--- config.mk ---
export PLATFORM = sky130hd
export DESIGN_NAME = fourphase_bus_arbiter
export DESIGN_NICKNAME = d
export VERILOG_FILES = /design/src/rtl/fpba_pkg.sv /design/src/rtl/fpba_ctrl.sv /design/src/rtl/fpba_dpath.sv /design/src/rtl/fourphase_bus_arbiter.sv
export SDC_FILE = /design/constraint.sdc
export NUM_CORES = 1
export LEC_CHECK = 0
export BUFFER_PORTS_ARGS = -buffer_cell sky130_fd_sc_hd__buf_2
export CAP_MARGIN = 20
export CORE_MARGIN = 2
export CORE_UTILIZATION = 30
export CTS_CLUSTER_SIZE = 12
export DETAILED_ROUTE_END_ITERATION = 8
export HOLD_SLACK_MARGIN = 0.03
export PLACE_DENSITY = 0.59
export SYNTH_ARGS = -nofsm -noshare
export SYNTH_HDL_FRONTEND = slang
export SYNTH_HIERARCHICAL = 1
export SYNTH_SLANG_ARGS = --single-unit
--- constraint.sdc ---
create_clock -name clk -period 4.49 [get_ports clk]
set_clock_uncertainty 0.2 [all_clocks]
set_input_delay 0.449 -clock clk [delete_from_list [all_inputs] [get_ports clk]]
set_output_delay 0.449 -clock clk [all_outputs]
set_load 0.01 [all_outputs]
--- src/rtl/fpba_pkg.sv ---
package fpba_pkg;

  typedef enum logic [1:0] {
    PH_G1 = 2'd0,
    PH_G2 = 2'd1,
    PH_G3 = 2'd2,
    PH_G4 = 2'd3
  } phase_e;

  // Strobes sent from the sequencer to the datapath
  typedef struct packed {
    logic cpuSel;     // CPU owns the memory port (G1, G2)
    logic latchOpen;  // read holding stage transparent (G1)
    logic vidRd;      // video byte read this cycle (G3, G4)
    logic vidHi;      // second video byte (G4)
  } strobe_t;

endpackage

--- src/rtl/fpba_ctrl.sv ---
module fpba_ctrl
  import fpba_pkg::*;
(
  input  logic    clk,
  input  logic    rst,
  output strobe_t strb,
  output logic    waitN
);

  phase_e phase;

  always_ff @(posedge clk) begin
    if (rst) phase <= PH_G1;
    else     phase <= phase_e'(2'(phase + 2'd1));
  end

  always_comb begin
    strb.cpuSel    = (phase == PH_G1) || (phase == PH_G2);
    strb.latchOpen = (phase == PH_G1);
    strb.vidRd     = (phase == PH_G3) || (phase == PH_G4);
    strb.vidHi     = (phase == PH_G4);
  end

  assign waitN = (phase == PH_G1);

  // the last phase is always followed by the first
  assert_phase_wrap_R1: assert property (@(posedge clk) disable iff (rst)
    (phase == PH_G4) |=> (phase == PH_G1));

  // after each release, wait stays low for exactly three clocks
  assert_wait_cadence_R2: assert property (@(posedge clk) disable iff (rst)
    waitN |=> !waitN ##1 !waitN ##1 !waitN ##1 waitN);

endmodule

--- src/rtl/fpba_dpath.sv ---
module fpba_dpath
  import fpba_pkg::*;
#(
  parameter int ADDR_W = 16,
  parameter int DATA_W = 8
) (
  input  logic              clk,
  input  logic              rst,
  input  strobe_t           strb,
  input  logic [ADDR_W-1:0] cpuAddr,
  input  logic [DATA_W-1:0] cpuWdata,
  input  logic              cpuMreq,
  input  logic              cpuWr,
  output logic [DATA_W-1:0] cpuRdata,
  input  logic [ADDR_W-1:0] vidAddr,
  output logic [DATA_W-1:0] vidData,
  output logic              vidValid,
  output logic              vidSecond,
  output logic [ADDR_W-1:0] memAddr,
  output logic [DATA_W-1:0] memWdata,
  output logic              memWe,
  input  logic [DATA_W-1:0] memRdata
);

  localparam logic [ADDR_W-1:0] ADDR_ONE = ADDR_W'(1);

  logic [ADDR_W-1:0] vidAddrNext;
  logic [DATA_W-1:0] holdQ;

  assign vidAddrNext = vidAddr + ADDR_ONE;

  // Address multiplexer
  always_comb begin
    if (strb.cpuSel)     memAddr = cpuAddr;
    else if (strb.vidHi) memAddr = vidAddrNext;
    else                 memAddr = vidAddr;
  end

  // CPU write path, cut off from memory during the video phases
  assign memWe    = strb.cpuSel & cpuMreq & cpuWr;
  assign memWdata = strb.cpuSel ? cpuWdata : '0;

  // Read holding stage: transparent in G1, frozen otherwise
  always_ff @(posedge clk) begin
    if (rst)                 holdQ <= '0;
    else if (strb.latchOpen) holdQ <= memRdata;
  end

  assign cpuRdata = strb.latchOpen ? memRdata : holdQ;

  // Video byte capture
  always_ff @(posedge clk) begin
    if (rst) begin
      vidValid  <= 1'b0;
      vidSecond <= 1'b0;
      vidData   <= '0;
    end else begin
      vidValid  <= strb.vidRd;
      vidSecond <= strb.vidHi;
      if (strb.vidRd) vidData <= memRdata;
    end
  end

  // no write strobe reaches memory while the video side owns the port
  assert_no_video_write_R5: assert property (@(posedge clk) disable iff (rst)
    strb.vidRd |-> !memWe);

  // CPU read data is frozen across the closed phases
  assert_latch_hold_R6: assert property (@(posedge clk) disable iff (rst)
    (!strb.latchOpen && !$past(strb.latchOpen)) |-> $stable(cpuRdata));

  // the second-byte read is followed by a flagged valid strobe
  assert_vid_pulse_R7: assert property (@(posedge clk) disable iff (rst)
    strb.vidHi |=> (vidValid && vidSecond));

endmodule

--- src/rtl/fourphase_bus_arbiter.sv ---
module fourphase_bus_arbiter
  import fpba_pkg::*;
#(
  parameter int ADDR_W = 16,
  parameter int DATA_W = 8
) (
  input  logic              clk,
  input  logic              rst,
  input  logic [ADDR_W-1:0] cpuAddr,
  input  logic [DATA_W-1:0] cpuWdata,
  input  logic              cpuMreq,
  input  logic              cpuWr,
  output logic [DATA_W-1:0] cpuRdata,
  output logic              waitN,
  input  logic [ADDR_W-1:0] vidAddr,
  output logic [DATA_W-1:0] vidData,
  output logic              vidValid,
  output logic              vidSecond,
  output logic [ADDR_W-1:0] memAddr,
  output logic [DATA_W-1:0] memWdata,
  output logic              memWe,
  input  logic [DATA_W-1:0] memRdata
);

  strobe_t strb;

  fpba_ctrl u_ctrl (
    .clk   (clk),
    .rst   (rst),
    .strb  (strb),
    .waitN (waitN)
  );

  fpba_dpath #(.ADDR_W(ADDR_W), .DATA_W(DATA_W)) u_dpath (
    .clk       (clk),
    .rst       (rst),
    .strb      (strb),
    .cpuAddr   (cpuAddr),
    .cpuWdata  (cpuWdata),
    .cpuMreq   (cpuMreq),
    .cpuWr     (cpuWr),
    .cpuRdata  (cpuRdata),
    .vidAddr   (vidAddr),
    .vidData   (vidData),
    .vidValid  (vidValid),
    .vidSecond (vidSecond),
    .memAddr   (memAddr),
    .memWdata  (memWdata),
    .memWe     (memWe),
    .memRdata  (memRdata)
  );

  // reset output state
  assert_reset_state_R8: assert property (@(posedge clk)
    $past(rst) |-> (waitN && !vidValid));

endmodule

==> results of run 1 <==
-- area by class of cell --
cell class	instances	area, um^2
clock buffers	3	41.29
fillers	452	2409
inverters	5	18.77
multi-input cells	126	857.1
flip-flops and latches	20	400.4
well taps	52	65.06
repair buffers	96	503.0
-- state kept, by name, indices dropped and copies added, names as in the netlist --
signal	count
u_ctrl/phase	2
u_dpath/holdQ	8
u_dpath/vidData	8
u_dpath/vidSecond	1
u_dpath/vidValid	1
-- per-layer routing --
layer  GRT usage [%]  vias to the layer above
met4           3.205                        0
li1                -                      727
met5               0                        -
met3           2.597                        2
met2           22.54                       55
met1           14.00                      601
-- how the worst min path moves through the flow --
stage	start	end	slack, ns	depth (start not counted)
3_5_place_dp	u_ctrl/phase[0]$_SDFF_PP0_	u_ctrl/phase[0]$_SDFF_PP0_	0.25	1
2_1_floorplan	u_ctrl/phase[0]$_SDFF_PP0_	u_ctrl/phase[0]$_SDFF_PP0_	0.22	1
3_3_place_gp	u_ctrl/phase[0]$_SDFF_PP0_	u_ctrl/phase[0]$_SDFF_PP0_	0.24	1
4_1_cts	memRdata[0]	u_dpath/vidData[0]$_SDFFE_PP0P_	0.24	3
5_1_grt	memRdata[3]	u_dpath/vidData[3]$_SDFFE_PP0P_	0.25	3
6_report	memRdata[0]	u_dpath/vidData[0]$_SDFFE_PP0P_	0.25	3
-- layout by cell type, fill, tap and decap left out, types with 4 or more instances in the layout --
master / n
inv_1: 5
dfxtp_1: 20
nor3_1: 4
buf_2: 95
mux2_2: 8
nor2_1: 14
ha_1: 5
nor4_1: 4
and2_1: 8
nand4_1: 4
mux2i_1: 10
nand2_1: 17
nor2b_1: 12
o21ai_0: 13
xnor2_1: 8
-- cell families (layout without fill, tap and decap cells) --
kind of cell | after synthesis | after routing | synth area share [%]
xor gates and xnor gates | 11 | 11 | 7.313
muxes | 18 | 18 | 14.44
AOI/OAI and AO/OA | 17 | 17 | 7.503
and+or+nand+nor | 75 | 75 | 31.05
buffers and inverters | 14 | 104 | 4.559
DFF | 20 | 20 | 30.39
adders and majority gates | 5 | 5 | 4.748
-- power groups by stage --
stage / clock network (mW) / logic [mW] / registers, mW
final: 0.112 / 0.198 / 0.197
after global routing: 0.124 / 0.219 / 0.198
after CTS: 0.116 / 0.194 / 0.197
after detailed placement: 0 / 0.193 / 0.201
after global placement: 0 / 0.192 / 0.201
after floorplan: 0 / 0.111 / 0.203
-- metrics by stage --
step	hold WS [ns]	setup slack (ns)	instance area [um^2]	std cells
floorplan	0.2177	2.005	1318	160
CTS	0.2422	1.179	1858	301
global placement	0.2417	1.561	1817	298
global route	0.2544	1.288	1886	302
finish	0.2479	1.490	1886	302
detailed placement	0.2509	1.463	1817	298
-- critical path, cell delays in order (launching register included) --
cell and delay, ns:
dfxtp_1 0.38, ha_1 0.39, nand3_4 0.14, or4_1 0.55
or3_1 0.33, a31oi_1 0.16, buf_2 0.15
==> impl_metrics.csv, run 1 <==
group,metric,value,unit
status,status,"complete, no violations",
global_route,grt_max_degree,44,
power_and_ir_drop,p_leak,0.9111,nW
yosys,ys.flop_type,"dfxtp_1",
timing,hold_violations,0,
min_path,hp-class,"in -> reg",
worst_setup_path,r2r_start,"u_ctrl/phase[0]$_SDFF_PP0_",
global_route,grt_first_pass_wirelength,5140,um
placed_design,dp_hpwl,2577,um
clocking,post_cts_buffers,0,
worst_setup_path,cp-start-kind,"flop",
power_and_ir_drop,pwr-share-comb,39.1,%
layout,final_layout_size_suffix_gt1_share,43.60,%
route,wl_met3,273,um
route,drt_iter0_drc,26,
yosys,async_reset_ff_share,0,%
worst_setup_path,critPathCaptureType,"output port",
route,post_drt_wl_per_cell,10.78,um
worst_setup_path,worstPathRequired,3.84,ns
clocking,htree_levels,1,
route,antenna_left,0,
worst_setup_path,critPathCapture,"memAddr[14]",
layout,fin_nets,309,
clocking,cts_hold_buf,0,
yosys,yosys-top-cells-area,"dfxtp_1 (30%), mux2i_1 (7.6%), mux2_2 (6.8%)",
power_and_ir_drop,ir_drop,0.0001933,V
global_route,grt_remaining_overflow,0,
worst_setup_path,arrival,2.35,ns
clocking,cts_buffer_depth,2,
route,num_vias,1385,
floorplanning,die_x,70.27,um
yosys,yosys.area.top_type,"dfxtp_1",
yosys,yosys-top-cells-count,"dfxtp_1 (20), nand2_1 (17), nor2_1 (14), o21ai_0 (13), nor2b_1 (12)",
yosys,synth_edf_count,0,
floorplanning,core_area,4294,um^2
layout,area_growth,43.11,%
power_and_ir_drop,p_switching,159.4,uW
route,wl,3256,um
timing,min_period,3.000,ns
power_and_ir_drop,p_per_area,268.7,nW/um^2
global_route,grt_pass1_vias,1259,
floorplanning,die-area,4938,um^2
clocking,root_buffer,"clkbuf_8",
yosys,synth_fp_nets,217,
flow_run,maxCapViolCount,0,
clocking,cts_resized,0,
worst_setup_path,worstSetupPathType,"reg -> out",
placed_design,port_buffers,95,
layout,antenna-diode-count,0,
worst_setup_path,worstSetupStartpoint,"u_ctrl/phase[0]$_SDFF_PP0_",
route,vias_per_cell,4.586,
power_and_ir_drop,pwr-share-seq,38.9,%
worst_setup_path,worst-path-max-fanout,8,
worst_setup_path,r2r_setup_slack,2.60,ns
layout,final_core_util,43.91,%
power_and_ir_drop,power.total,506.6,uW
timing,rsz0062_at_grt,"no",
yosys,synth-seq-area-share,30.39,%
yosys,synthCells,160,
route,drc,0,
yosys,yosys.area.top_type_share,30.39,%
yosys,synth.most_common_cell,"dfxtp_1",
clocking,cts_tree,"built",
floorplanning,dieHeight,70.27,um
route,routed-wl-met2,1526,um
timing,worst_pin_slew,0.5495,ns
clocking,cts_sinks,20,
worst_setup_path,r2r_end,"u_dpath/vidData[7]$_SDFFE_PP0P_",
global_route,grt_antenna_before_repair,0,
timing,max_freq,0.3333,GHz
clocking,clk_pin_slew,0.07,ns
yosys,synth_area_per_cell,8.234,um^2
timing,period_share,66.82,%
floorplanning,num_rows,24,
timing,slew_headroom,63.03,%
floorplanning,ios,96,
yosys,synthDistinctLibCells,27,
floorplanning,initial_core_util,30.68,%
yosys,synth_warnings,6,
route,m1WireLength,1447,um
timing,maxSlewViolCount,0,
worst_setup_path,r2r_cells,4,
route,top_layer_used,"met4",
power_and_ir_drop,p_clk_share,22.0,%
timing,finalSetupViolations,0,
power_and_ir_drop,p_int,347.2,uW
yosys,netlist_area,1318,um^2
power_and_ir_drop,p_sw_share,31.47,%
yosys,ys_ff_latch,20,
route,firstDrtPassIters,4,
global_route,grt_use_total,12.18,%
timing,finalSetupTns,0,ns
placed_design,place_congestion,0.7329,
clocking,cts_buffers,3,
clocking,clock_latency,0.25,ns
No activity file was read; power rests on OpenSTA's default activity.
==> run 2, diff against run 1 <==
--- a/config.mk
+++ b/config.mk
@@ -5,6 +5,7 @@
 export SDC_FILE = /design/constraint.sdc
 export NUM_CORES = 1
 export LEC_CHECK = 0
+export ABC_AREA = 1
 export BUFFER_PORTS_ARGS = -buffer_cell sky130_fd_sc_hd__buf_2
 export CAP_MARGIN = 20
 export CORE_MARGIN = 2
@@ -12,7 +13,7 @@
 export CTS_CLUSTER_SIZE = 12
 export DETAILED_ROUTE_END_ITERATION = 8
 export HOLD_SLACK_MARGIN = 0.03
-export PLACE_DENSITY = 0.59
+export PLACE_DENSITY = 0.6
 export SYNTH_ARGS = -nofsm -noshare
 export SYNTH_HDL_FRONTEND = slang
 export SYNTH_HIERARCHICAL = 1
==> constraint.sdc (replaced) <==
create_clock -name clk -period 2.6 [get_ports clk]
set_clock_uncertainty 0.2 [all_clocks]
set_input_delay 0.26 -clock clk [delete_from_list [all_inputs] [get_ports clk]]
set_output_delay 0.26 -clock clk [all_outputs]
set_load 0.01 [all_outputs]
==> run 2 against run 1 <==
Compared with the run above: via count increased by 20%; setup slack got worse by 1.2 ns; sequential share of layout area decreased by 1.1 points; synthesized area increased by 8.2%; highest routed layer is now met3; register-to-register slack got worse by 1.9 ns; cell count increased by 26%; clock power increased by 100%; combinational power increased by 74%; global-route usage increased by 2.0 points; flip-flop and latch count unchanged; sequential power increased by 72%; critical path type unchanged.
==> impl_metrics.csv, run 2 <==
group,metric,value,unit
floorplanning,dieHeight,72.93,um
yosys,yosys.area.top_type,"dfxtp_1",
layout,fillers,496,
power_and_ir_drop,p_leak,1.148,nW
layout,layout_commonest_cell,"buf_2",
yosys,async_reset_ff_share,0,%
route,vias_per_cell,4.375,
status,status,"complete, no violations",
flow_run,maxCapViolCount,0,
floorplanning,num_rows,25,
layout,multi_input_area,865.8,um^2
clocking,clock_latency,0.25,ns
worst_setup_path,r2r_setup_slack,0.66,ns
route,drc,0,
route,wl,3947,um
placed_design,dp_hpwl,3160,um
yosys,yosys.area.top_type_share,28.09,%
power_and_ir_drop,ir_drop,0.0003594,V
global_route,grt_max_degree,27,
floorplanning,core_area,4661,um^2
timing,period_share,90.70,%
worst_setup_path,worstPathRequired,2.14,ns
global_route,grt_first_pass_wirelength,6279,um
timing,setup_ws,0.2417,ns
floorplanning,die_x,72.93,um
global_route,grt_remaining_overflow,0,
worst_setup_path,r2r_start,"u_ctrl/phase[0]$_SDFF_PP0_",
yosys,yosys-top-cells-count,"nand2_1 (93), inv_1 (29), a21oi_1 (22), dfxtp_1 (20), nor2_1 (15)",
worst_setup_path,critPathCaptureType,"output port",
yosys,synth_edf_count,0,
clocking,post_cts_buffers,0,
timing,min_period,2.358,ns
placed_design,port_buffers,95,
power_and_ir_drop,p_sw_share,33.99,%
min_path,worstHoldStart,"memRdata[5]",
clocking,cts_buffers,3,
power_and_ir_drop,p_clk_share,25.1,%
timing,finalSetupTns,0,ns
clocking,clk_pin_slew,0.07,ns
placed_design,place_congestion,0.7888,
power_and_ir_drop,pwr-share-seq,37.2,%
min_path,holdPathEnd,"u_dpath/vidData[5]$_SDFFE_PP0P_",
clocking,cts_buffer_depth,2,
floorplanning,ios,96,
yosys,ys.flop_type,"dfxtp_1",
yosys,synth.most_common_cell,"nand2_1",
clocking,cts_sinks,20,
route,firstDrtPassIters,4,
timing,slew_headroom,75.26,%
clocking,cts_tree,"built",
worst_setup_path,arrival,1.90,ns
worst_setup_path,cp-start-kind,"flop",
yosys,ys_ff_latch,20,
clocking,root_buffer,"clkbuf_8",
min_path,holdPathStages,3,
power_and_ir_drop,p_int,602.3,uW
min_path,hp-class,"in -> reg",
power_and_ir_drop,power.total,912.4,uW
clocking,htree_levels,1,
power_and_ir_drop,p_per_area,458.9,nW/um^2
global_route,grt_antenna_before_repair,0,
global_route,grt_pass1_vias,1440,
timing,max_freq,0.4240,GHz
worst_setup_path,worst-path-max-fanout,8,
route,num_vias,1667,
route,drt_iter0_drc,75,
floorplanning,initial_core_util,30.58,%
power_and_ir_drop,p_switching,310.1,uW
yosys,synth-seq-area-share,28.09,%
layout,final_layout_size_suffix_gt1_share,33.94,%
placed_design,place_ws,0.3970,ns
worst_setup_path,worstSetupPathType,"reg -> out",
layout,area_growth,39.51,%
yosys,synthCells,237,
global_route,grt_use_total,14.21,%
timing,worst_pin_slew,0.3711,ns
timing,maxSlewViolCount,0,
route,antenna_left,0,
floorplanning,die-area,5318,um^2
layout,antenna-diode-count,0,
route,post_drt_wl_per_cell,10.36,um
yosys,netlist_area,1425,um^2
yosys,yosys-top-cells-area,"dfxtp_1 (28%), nand2_1 (24%), a21oi_1 (7.7%)",
worst_setup_path,r2r_end,"u_dpath/vidData[7]$_SDFFE_PP0P_",
timing,hold_violations,0,
yosys,synth_warnings,6,
yosys,synth_fp_nets,294,
power_and_ir_drop,pwr-share-comb,37.7,%
layout,final_cell_mix,"buf_2 (95), nand2_1 (93), inv_1 (28), a21oi_1 (22), dfxtp_1 (20)",
layout,final_core_util,42.66,%
layout,reg_top3,"u_dpath/holdQ (8), u_dpath/vidData (8), u_ctrl/phase (2)",
yosys,synthDistinctLibCells,26,
timing,finalSetupViolations,0,
worst_setup_path,r2r_cells,6,
layout,fin_nets,385,
timing,rsz0062_at_grt,"no",
layout,seqCellArea,400.4,um^2
yosys,synth_area_per_cell,6.013,um^2
==> run 2: repair_timing <==
action	4_1_cts	5_1_grt
gates resized for setup	0	2
hold buffers	0	0
setup endpoints to repair	0	5
==> run 2: layout make-up <==
cell class,instances,share of cell area (%)
sequential,20,20.14
multi-input combinational,177,43.55
timing repair buffer,96,24.29
clock buffer,4,2.769
inverter,30,5.853
tap,54,3.398
==> run 2: kinds of logic after synthesis <==
group / Yosys count / synth area share (%)
AND/OR/NAND/NOR: 135 / 42.14
buffers and inverters: 40 / 11.32
AO/OA/AOI/OAI: 34 / 12.20
adder cells (fa/ha/maj): 5 / 4.390
XOR/XNOR: 3 / 1.844
flip-flops: 20 / 28.09
==> run 2: metrics by stage <==
stage	hold slack, ns	cell area, um^2	std cells
2_1_floorplan	0.1312	1425	237
6_report	0.06635	1988	381
3_5_place_dp	0.2472	1927	377
4_1_cts	0.05913	1982	381
3_3_place_gp	0.2423	1927	377
5_1_grt	0.07000	1988	381
==> run 2: worst max path at each step <==
| stage | from | end | slack, ns | cells past startpoint |
|---|---|---|---|---|
| global placement | u_ctrl/phase[0]$_SDFF_PP0_ | memAddr[4] | 0.45 | 9 |
| global route | u_ctrl/phase[0]$_SDFF_PP0_ | memAddr[10] | 0.05 | 8 |
| detailed placement | u_ctrl/phase[0]$_SDFF_PP0_ | memAddr[4] | 0.40 | 9 |
| floorplan | u_ctrl/phase[0]$_SDFF_PP0_ | memAddr[1] | 0.68 | 9 |
| CTS | u_ctrl/phase[0]$_SDFF_PP0_ | memAddr[4] | 0.12 | 9 |
| finish | u_ctrl/phase[0]$_SDFF_PP0_ | memAddr[14] | 0.24 | 8 |
==> run 2: critical path, stage by stage, from the launching register on <==
cell and delay [ns]:
dfxtp_1 0.38, ha_1 0.38, inv_1 0.21, nor3_4 0.26, nand3_1 0.09, nand2_1 0.06, nand3_1 0.07, nand2_1 0.07
buf_2 0.12
==> run 2: metal layers <==
metal | global-route usage (%) | part of all wire (%) | vias up
li1 | - | - | 916
met5 | 0 | 0 | -
met1 | 18.57 | 47 | 693
met2 | 25.25 | 46 | 58
met3 | 3.039 | 6.2 | 0
met4 | 0.6173 | 0 | 0
==> run 2: power groups by stage <==
stage,Clock [mW],Combinational (mW),Sequential [mW]
2_1_floorplan,0,0.195,0.351
3_3_place_gp,0,0.344,0.346
3_5_place_dp,0,0.343,0.346
4_1_cts,0.236,0.345,0.339
5_1_grt,0.251,0.388,0.342
6_report,0.229,0.344,0.339
==> run 3, diff against run 2 <==
--- a/config.mk
+++ b/config.mk
@@ -16,5 +16,4 @@
 export PLACE_DENSITY = 0.6
 export SYNTH_ARGS = -nofsm -noshare
 export SYNTH_HDL_FRONTEND = slang
-export SYNTH_HIERARCHICAL = 1
 export SYNTH_SLANG_ARGS = --single-unit
==> run 3 against run 2 <==
Compared with the run above: sequential power hardly changed; non-clock buffer count is 2 higher; global-route usage is 0.43 points higher.
==> impl_metrics.csv, run 3 <==
group,metric,value,unit
status,status,"complete, no violations",
global_route,grt_max_degree,23,
floorplanning,dieHeight,73.02,um
placed_design,port_buffers,95,
route,vias_per_cell,4.501,
worst_setup_path,worstSetupPathType,"reg -> out",
floorplanning,num_rows,25,
clocking,root_buffer,"clkbuf_8",
worst_setup_path,cpMaxStageDelayCell,"dfxtp_1",
timing,finalSetupTns,0,ns
route,firstDrtPassIters,4,
power_and_ir_drop,power.total,888.6,uW
floorplanning,die_x,73.02,um
yosys,synth.most_common_cell,"nand2_1",
yosys,yosys.area.top_type_share,28.02,%
yosys,synth_fp_nets,286,
yosys,synth_edf_count,0,
worst_setup_path,slowest_delay,0.38,ns
global_route,grt_pass1_vias,1546,
min_path,holdPathStages,3,
yosys,yosys.area.top_type,"dfxtp_1",
layout,area_growth,40.19,%
layout,final_core_util,42.98,%
floorplanning,initial_core_util,30.66,%
yosys,synth_warnings,0,
timing,hold_violations,0,
floorplanning,ios,96,
clocking,clk_pin_slew,0.07,ns
timing,finalSetupViolations,0,
yosys,synth-adder-area-share,4.378,%
yosys,synth_top_family_by_area,"simple AND/OR/NAND/NOR gates",
timing,worst_pin_slew,0.4422,ns
clocking,cts_buffers,3,
route,antenna_left,0,
route,post_drt_wl_per_cell,10.89,um
route,wl,4105,um
route,num_vias,1697,
clocking,htree_levels,1,
yosys,netlist_area,1429,um^2
worst_setup_path,arrival,1.99,ns
worst_setup_path,worst-path-max-fanout,19,
yosys,async_reset_ff_share,0,%
power_and_ir_drop,ir_drop,0.0003042,V
yosys,synthCells,229,
worst_setup_path,worstPathRequired,2.14,ns
yosys,yosys-top-cells-count,"nand2_1 (83), inv_1 (23), nor2_1 (22), a21oi_1 (20), dfxtp_1 (20)",
floorplanning,core_area,4661,um^2
timing,max_freq,0.4090,GHz
layout,layout_commonest_cell,"buf_2",
worst_setup_path,r2r_start,"u_ctrl.phase[0]$_SDFF_PP0_",
route,drc,0,
yosys,synth_compound_area_share,12.61,%
worst_setup_path,cp_top_family,"buffers and inverters",
timing,period_share,94.04,%
min_path,holdPathEnd,"u_dpath.vidData[1]$_SDFFE_PP0P_",
flow_run,maxCapViolCount,0,
timing,min_period,2.445,ns
worst_setup_path,r2r_end,"u_dpath.vidData[3]$_SDFFE_PP0P_",
layout,final_layout_size_suffix_gt1_share,36.22,%
worst_setup_path,r2r_setup_slack,0.86,ns
min_path,hp-class,"in -> reg",
worst_setup_path,crit_top_cell,"o21ai_0",
global_route,grt_antenna_before_repair,0,
clocking,cts_hold_buf,0,
min_path,worstHoldStart,"memRdata[1]",
clocking,clock_latency,0.25,ns
timing,setup_ws,0.1549,ns
yosys,synthDistinctLibCells,28,
worst_setup_path,cp_num_buf_inv,3,
yosys,synth_xor_area_share,2.452,%
worst_setup_path,r2r_cells,6,
placed_design,place_congestion,0.7789,
placed_design,place_ws,0.3325,ns
worst_setup_path,path_cells,"inv_1, ha_1, nor2_4, buf_4, o21ai_0, o21ai_0, buf_2",
power_and_ir_drop,p_leak,1.116,nW
layout,reg_top3,"u_dpath.holdQ (8), u_dpath.vidData (8), u_ctrl.phase (2)",
placed_design,dp_hpwl,3185,um
worst_setup_path,cp-start-kind,"flop",
clocking,cts_tree,"built",
yosys,yosys-top-cells-area,"dfxtp_1 (28%), nand2_1 (22%), a21oi_1 (7.0%)",
global_route,grt_first_pass_wirelength,6382,um
floorplanning,die-area,5331,um^2
global_route,grt_remaining_overflow,0,
worst_setup_path,critPathCaptureType,"output port",
timing,maxSlewViolCount,0,
yosys,synthSimpleGateAreaFrac,42.82,%
layout,antenna-diode-count,0,
yosys,synth_area_per_cell,6.240,um^2
clocking,cts_buffer_depth,2,
route,drt_iter0_drc,45,
layout,final_cell_mix,"buf_2 (95), nand2_1 (83), inv_1 (22), nor2_1 (22)",
timing,rsz0062_at_grt,"no",
yosys,synthMuxAreaShare,0,%
timing,slew_headroom,70.52,%
clocking,cts_sinks,20,
yosys,synth-seq-area-share,28.02,%
global_route,grt_use_total,14.64,%
power_and_ir_drop,p_per_area,443.6,nW/um^2
layout,fin_nets,382,
yosys,ys_ff_latch,20,
yosys,ys.flop_type,"dfxtp_1",
## run 3: metrics by stage
stage,hold slack [ns],area [um^2],cells
2_1_floorplan,0.2046,1429,229
3_3_place_gp,0.2514,1938,372
3_5_place_dp,0.2522,1938,372
4_1_cts,0.06260,1979,375
5_1_grt,0.06355,2003,377
6_report,0.07161,2003,377
## run 3: power by group
group | leakage, nW | switching (mW) | internal [mW]
Clock | 0.0216 | 0.0903 | 0.103
Combinational | 0.930 | 0.212 | 0.144
Sequential | 0.164 | 0.00909 | 0.330
## run 3: worst reg2reg max path: stages (launching register included)
cell and delay (ns):
dfxtp_1 0.38, ha_1 0.42, nor2_2 0.07, buf_4 0.18, inv_1 0.21, nand2_1 0.10
a21oi_1 0.12
## run 3: cells by family after synthesis
logic type                 after synthesis
AOI/OAI and AO/OA                       33
xor gates and xnor gates                 4
and+or+nand+nor                        135
DFF                                     20
adders and majority gates                5
buffers and inverters                   32
## run 3: area by class of cell
class | count | area [um^2]
Inverter | 24 | 93.84
Fill cell | 521 | 2658
Timing Repair Buffer | 98 | 498.0
Clock buffer | 3 | 41.29
Sequential cell | 20 | 400.4
Multi-Input combinational cell | 177 | 894.6
Timing Repair inverter | 1 | 7.507
Tap cell | 54 | 67.56
## run 3: worst max-delay path by stage
stage                                     from    endpoint  slack [ns]  cells after the start
finish              u_ctrl.phase[0]$_SDFF_PP0_  memAddr[1]        0.15                      7
global route        u_ctrl.phase[0]$_SDFF_PP0_  memAddr[4]       0.008                      6
CTS                 u_ctrl.phase[0]$_SDFF_PP0_  memAddr[2]        0.07                      7
detailed placement  u_ctrl.phase[0]$_SDFF_PP0_  memAddr[2]        0.33                      7
global placement    u_ctrl.phase[0]$_SDFF_PP0_  memAddr[9]        0.41                      7
floorplan           u_ctrl.phase[0]$_SDFF_PP0_  memAddr[3]        0.66                      7
## run 3: routing by layer
metal / vias to the layer above / global-route usage, % / wire [um]
li1: 914 / - / -
met1: 711 / 17.31 / 1818
met2: 68 / 27.13 / 1954
met3: 4 / 1.657 / 290
met4: 0 / 4.733 / 42
met5: - / 0 / 0
## run 3: repair_timing
action                                  4_1_cts  5_1_grt
endpoints found under the setup margin        0       16
resized for setup                             0        3
setup buffers                                 0        1
